<file path="config.mk">
export PLATFORM = sky130hd
export DESIGN_NAME = gci_frame_mux
export DESIGN_NICKNAME = d
export VERILOG_FILES = /design/src/rtl/gci_frame_mux.sv
export SDC_FILE = /design/constraint.sdc
export NUM_CORES = 1
export LEC_CHECK = 0
export ABC_AREA = 1
export CORE_MARGIN = 2
export CORE_UTILIZATION = 30
export CTS_BUF_LIST = sky130_fd_sc_hd__clkbuf_8
export CTS_CLUSTER_DIAMETER = 40
export CTS_CLUSTER_SIZE = 30
export DETAILED_ROUTE_END_ITERATION = 10
export SLEW_MARGIN = 25
export SYNTH_ARGS = -nofsm -noshare
export SYNTH_HDL_FRONTEND = slang
export SYNTH_SLANG_ARGS = --single-unit
</file>
<file path="constraint.sdc">
create_clock -name bclk -period 6.5 [get_ports bclk]
set_clock_uncertainty 0.1 [all_clocks]
set_input_delay 0.975 -clock bclk [delete_from_list [all_inputs] [get_ports bclk]]
set_output_delay 0.975 -clock bclk [all_outputs]
set_load 0.005 [all_outputs]
</file>
<file path="src/rtl/gci_frame_mux.sv">
module gci_frame_mux (
  input  logic       bclk,
  input  logic       rst_n,
  input  logic       fsync,
  input  logic       din,
  input  logic [7:0] tx_b1,
  input  logic [7:0] tx_b2,
  input  logic [7:0] tx_mon,
  input  logic [1:0] tx_d,
  input  logic [3:0] tx_ci,
  input  logic       tx_a,
  input  logic       tx_e,
  input  logic       tx_rel_a,
  input  logic       tx_rel_e,
  output logic       dout,
  output logic       dout_oe,
  output logic [7:0] rx_b1,
  output logic [7:0] rx_b2,
  output logic [7:0] rx_mon,
  output logic [1:0] rx_d,
  output logic [3:0] rx_ci,
  output logic       rx_a,
  output logic       rx_e,
  output logic       rx_valid
);
  localparam int NBITS = 32;
  localparam int CPB   = 2;
  localparam int NCYC  = NBITS * CPB;
  localparam int CW    = $clog2(NCYC);
  localparam int IW    = CW - 1;

  logic [CW-1:0]    cnt;
  logic             active;
  logic             fs_q;
  logic             rel_a_q, rel_e_q;
  logic [NBITS-1:0] tx_word;
  logic [NBITS-2:0] rx_sh;
  logic [NBITS-1:0] rx_word;

  wire [NBITS-1:0] tx_in = {tx_b1, tx_b2, tx_mon, tx_d, tx_ci, tx_a, tx_e};
  wire             start = fsync & ~fs_q;
  wire             wrap  = active && (cnt == CW'(NCYC - 1));
  wire             load  = start | wrap;
  wire [IW-1:0]    idx   = cnt[CW-1:1] + IW'(1);

  function automatic logic oe_at(logic [IW-1:0] i, logic ra, logic re);
    return !((i == IW'(NBITS - 2) && ra) || (i == IW'(NBITS - 1) && re));
  endfunction

  always_ff @(posedge bclk) begin
    if (!rst_n) begin
      cnt      <= '0;
      active   <= 1'b0;
      fs_q     <= 1'b0;
      rel_a_q  <= 1'b0;
      rel_e_q  <= 1'b0;
      tx_word  <= '0;
      rx_sh    <= '0;
      rx_word  <= '0;
      dout     <= 1'b0;
      dout_oe  <= 1'b0;
      rx_valid <= 1'b0;
    end else begin
      fs_q     <= fsync;
      rx_valid <= 1'b0;
      if (load) begin
        active  <= 1'b1;
        cnt     <= '0;
        tx_word <= tx_in;
        rel_a_q <= tx_rel_a;
        rel_e_q <= tx_rel_e;
        dout    <= tx_in[NBITS-1];
        dout_oe <= oe_at('0, tx_rel_a, tx_rel_e);
      end else if (active) begin
        cnt <= cnt + CW'(1);
        if (cnt[0]) begin
          dout    <= tx_word[IW'(NBITS - 1) - idx];
          dout_oe <= oe_at(idx, rel_a_q, rel_e_q);
        end else begin
          rx_sh <= {rx_sh[NBITS-3:0], din};
          if (cnt == CW'(NCYC - 2)) begin
            rx_word  <= {rx_sh, din};
            rx_valid <= 1'b1;
          end
        end
      end
    end
  end

  assign rx_b1  = rx_word[31:24];
  assign rx_b2  = rx_word[23:16];
  assign rx_mon = rx_word[15:8];
  assign rx_d   = rx_word[7:6];
  assign rx_ci  = rx_word[5:2];
  assign rx_a   = rx_word[1];
  assign rx_e   = rx_word[0];
endmodule

</file>
* Word level (Yosys, flattened, before mapping)
Index checks and enable logic that the tools add are counted.
Cells by class: add/subtract/negate cells 3, equality and inequality tests 4, bitwise operators 7, multiplexer cells 9, magnitude comparators 1, reductions and logical operators 12
Operators by type and width (number):
- $eq A6 B6 Y1 const B | 2
- $eq A5 B5 Y1 const B | 2
- $mux W1 | 8
- $add A6 B1 Y6 const B | 1
- $lt A5 B6 Y1 const B | 1
- $add A5 B1 Y5 const B | 1
- $bmux W1 S5 | 1
- $not A1 Y1 | 5
- $sub A5 B5 Y5 const A | 1
- $reduce_and A4 Y1 | 1
- $reduce_bool A2 Y1 | 2
- $reduce_or A4 Y1 | 1
- $logic_and A1 B1 Y1 | 3
- $reduce_and A3 Y1 | 1
- $reduce_and A2 Y1 | 1
- $reduce_or A2 Y1 | 1
- $and A1 B1 Y1 | 1
- $logic_not A1 Y1 | 1
- $logic_or A1 B1 Y1 | 1
- $or A1 B1 Y1 | 1
Storage, ports and cells: flip-flop bits (word level) 108, input port bits 38, word-level logic and storage cells 47

* Longest topological paths before layout
depth after elaboration 8, depth in mapped cells 13

* Worst setup path after synthesis
Ideal clock, no wire load.
kind register to register, start reg cnt[1], end reg dout, library setup time 0.132 ns, required time 6.268 ns, cell stages (with the launch flop) 14, period minus slack after synthesis 2.198 ns, arrival 1.966 ns, setup slack 4.302 ns, cell sequence dfxtp_1 > clkinv_1 > clkbuf_1 > ha_1 > clkbuf_1 > inv_1 > nand3_1 > nand3_1 > nand3_1 > nand2_1 > nand2_1 > nand2_1 > nand2_1 > a21oi_1
Between the ends: cells in the longest elaborated chain, start to end 7, elaborated cells between the ends (all ways) 13, classes of those cells 2 x add/sub; 1 x eq/ne; 5 x mux; 1 x bitwise; 4 x reduce/logical
RTL lines:
- start, declared | RTL line 32 | logic [CW-1:0] cnt;
- start signal, assigned | RTL line 75 | cnt <= cnt + CW'(1);
- $add A5 B1 Y5 | RTL line 44 | wire [IW-1:0] idx = cnt[CW-1:1] + IW'(1);
- $sub A5 B5 Y5 | RTL line 77 | dout <= tx_word[IW'(NBITS - 1) - idx];
- $bmux W1 S5 | RTL line 77
- $mux W1 (not written as such) | RTL line 77
- $mux W1 | RTL line 76 | if (cnt[0]) begin
- $mux W1 | RTL line 74 | end else if (active) begin
- $mux W1 | RTL line 66 | if (load) begin
- end signal, assigned | RTL line 72 | dout <= tx_in[NBITS-1];
- end signal, assigned | RTL line 77
- end, declared | RTL line 15 | output logic dout,
Parallel ways exist; a longest one is shown, timed or not. The select of a mux whose other input is x is not followed. A chain may end at the register's enable or synchronous reset.

* Worst setup path in the final report
start in fsync, end reg rx_word[24]
Between the ends: cells in the longest elaborated chain, start to end 4
RTL lines:
- start, declared | RTL line 4 | input logic fsync,
- $and A1 B1 Y1 | RTL line 41 | wire start = fsync & ~fs_q;
- $or A1 B1 Y1 | RTL line 43 | wire load = start | wrap;
- $not A1 Y1 (no source line)
- $reduce_and A4 Y1 (no source line)
- end signal, assigned | RTL line 82 | rx_word <= {rx_sh, din};
- end, declared | RTL line 38 | logic [NBITS-1:0] rx_word;
Every way passes these cells.

==> results.yml <==
power:
  p_int_uw: 883
  p_sw_frac: 0.262
  leakage_uw: 0.00198
  p_sw_uw: 314
  powerDensity_nw_per_um2: 230
  combinationalPowerShare: 0.096
  p_seq_frac: 0.590
  ir_drop_mv: 0.0851
  power_frac_clock: 0.314
sta:
  hold_viol_final: 0
  period_share: 0.667
  max_freq_mhz: 231
  setup_violations: 0
  slew_viol_final: 0
  period_needed_ns: 4.33
  relSlewSlack: 0.453
  rsz0062_at_grt: "no"
  worst_slew_pin_slew_ns: 0.820
  setup_tns_ns: 0
critical_path:
  cp-end-kind: "flop"
  cp-start-kind: "primary input"
  r2r-end: "rx_word[24]$_SDFFE_PN0P_"
  cp.required_ns: 6.68
  r2r_cells: 10
  critPathKind: "primary input to flop"
  cp.arrival_ns: 4.52
  reg2reg_slack_ns: 2.54
  cp_max_fo: 68
  r2r-start: "cnt[0]$_SDFFE_PP0P_"
hold_path:
  min_to: "tx_word[11]$_SDFFE_PN0P_"
  hp-start: "tx_word[11]$_SDFFE_PN0P_"
  min_path_type: "flop to flop"
  min_path_cells: 2
finish:
  drive_gt1_frac: 0.0456
  fillers: 1432
  postLayoutCellArea_um2: 5210
  multiInputGateArea_um2: 1610
  area.growth.synth_to_final_pct: 22.4
  postLayoutCoreUtil: 0.375
  seq_area_um2: 2160
  fin_nets: 631
  antenna_cells: 0
  layout_common_cells: "108 x dfxtp_1, 81 x o21ai_0, 77 x inv_1"
  final_common_cell: "dfxtp_1"
synth:
  synth_nets: 580
  synth_top_family_by_area: "compound AO/OA/AOI/OAI gates"
  synth_cell_types: 31
  ys_ff_latch: 108
  avgSynthCellArea_um2: 7.92
  synth_edf_count: 0
  synth_xor_area_frac: 0.00824
  ys_seq_area_frac: 0.508
  async_flop_share: 0
  synth_cells: 537
  synth-compound-area-share: 0.219
  synth-main-ff-cell: "dfxtp_1"
  synth-adder-area-share: 0.0147
  synthSimpleGateAreaFrac: 0.136
  yosysWarnings: 0
  synthMuxAreaShare: 0
  syn_area_um2: 4250
clocking:
  cts_tree: "done"
  cts_max_path_buffers: 2
  postCtsHoldBufs: 0
  h-tree-depth: 3
  cts_sinks: 108
  cts_made_buffers: 9
  ctsResizeCount: 0
  cts.clk_slew.worst_paths_ns: 0.11
  clk_latency_ns: 0.37
  post-cts-setup-buffers: 0
  root_buffer: "clkbuf_8"
grt:
  grt_util_all_layers: 0.131
  grt_pass1_vias: 3334
  grt_pass1_wl_um: 15800
  grt_overflow_total: 0
  antenna_found_initial: 0
  grt_max_degree: 94
placement:
  dp_hpwl_um: 6490
  globalplace.congestion: 0.724
  placed_area_um2: 5030
  portBuffers: 72
route:
  ant_nets: 0
  wl_met2_um: 4410
  finalWirelength_um: 9560
  drc: 0
  via_per_inst: 4.52
  highest_layer: "met4"
  m1WireLength_um: 4690
  drt_iter0_markers: 237
  wl_met3_um: 276
  first_pass_iters: 4
  wl_per_cell_um: 12.4
  vias: 3488
die:
  ioPinCount: 73
  die_h_um: 123
  dieArea_um2: 15100
  chipWidth_um: 123
  start_util: 0.306
  fp.coreArea_um2: 13900
  placementRows: 43
run_status:
  status: "completed"
flow_run:
  max_cap_viol_count: 0
-- area by class of cell --
cell class / count / share of cell area
Clock buffer: 9 / 0.0238
Inverter: 80 / 0.0591
Timing Repair Buffer: 74 / 0.140
Clock inverter: 6 / 0.00937
Multi-Input combinational cell: 315 / 0.309
Tap cell: 180 / 0.0432
Sequential cell: 108 / 0.415
-- power groups by stage --
stage | registers [µW] | logic [µW] | clock network [µW]
6_report | 706 | 115 | 376
5_1_grt | 710 | 132 | 412
4_1_cts | 706 | 116 | 389
3_5_place_dp | 722 | 115 | 0
3_3_place_gp | 721 | 112 | 0
2_1_floorplan | 719 | 76.0 | 0
-- per-stage QoR --
stage	cells	hold slack, ns	total power [µW]	setup slack [ns]
after floorplan	537	0.329	794	4.30
after global placement	757	0.342	833	1.94
after detailed placement	757	0.345	837	1.75
after CTS	772	0.360	1210	2.16
after global routing	772	0.384	1250	1.67
final	772	0.358	1200	2.17
-- Yosys cell counts (2+ instances only) --
cell	instances	area (µm²)
o21ai_0	81	405
ha_1	5	62.6
xnor2_1	2	17.5
xor2_1	2	17.5
a21oi_1	75	375
or2_2	2	12.5
nand2_1	54	203
a211oi_1	2	15.0
o21a_1	8	60.1
inv_1	77	289
buf_2	12	60.1
buf_6	4	45.0
o21ai_1	8	40.0
nor2_2	2	12.5
nand3_1	54	270
nor2_1	12	45.0
dfxtp_1	108	2160
clkbuf_1	16	60.1
-- sequential cells by signal, summed over array words and instances, names as in the netlist, 6 cells and up --
| signal | count |
|---|---|
| cnt | 6 |
| rx_sh | 31 |
| rx_word | 32 |
| tx_word | 32 |
-- layer usage --
layer,vias up,track usage
met5,-,0
met4,0,0.0618
met3,11,0.0171
met2,48,0.216
met1,1572,0.170
li1,1857,-
-- critical path: stages --
cell	delay, ns
clkdlybuf4s50_1	0.45
inv_1	0.11
o21ai_4	0.10
inv_4	0.44
nand3_4	0.58
nor2_2	0.83
nand2_1	0.65
o21ai_0	0.36
-- cells by family (layout without fill, tap and decap cells) --
family                     count (synthesis)  count (layout)
AOI/OAI and AO/OA                        178             178
xor gates and xnor gates                   4               4
adders and majority gates                  5               5
buffers and inverters                    114             169
DFF                                      108             108
and+or+nand+nor                          128             128
-- worst max-delay path by stage --
stage,from,end,slack (ns),depth (start not counted)
after floorplan,cnt[1]$_SDFFE_PP0P_,dout$_SDFFE_PN0P_,4.30,13
after global placement,fsync,rx_word[22]$_SDFFE_PN0P_,1.94,8
after detailed placement,fsync,rx_word[24]$_SDFFE_PN0P_,1.75,8
after CTS,fsync,rx_word[24]$_SDFFE_PN0P_,2.16,8
after global routing,fsync,rx_word[28]$_SDFFE_PN0P_,1.67,8
final,fsync,rx_word[24]$_SDFFE_PN0P_,2.17,8
Power figures use the tool's default switching activity.
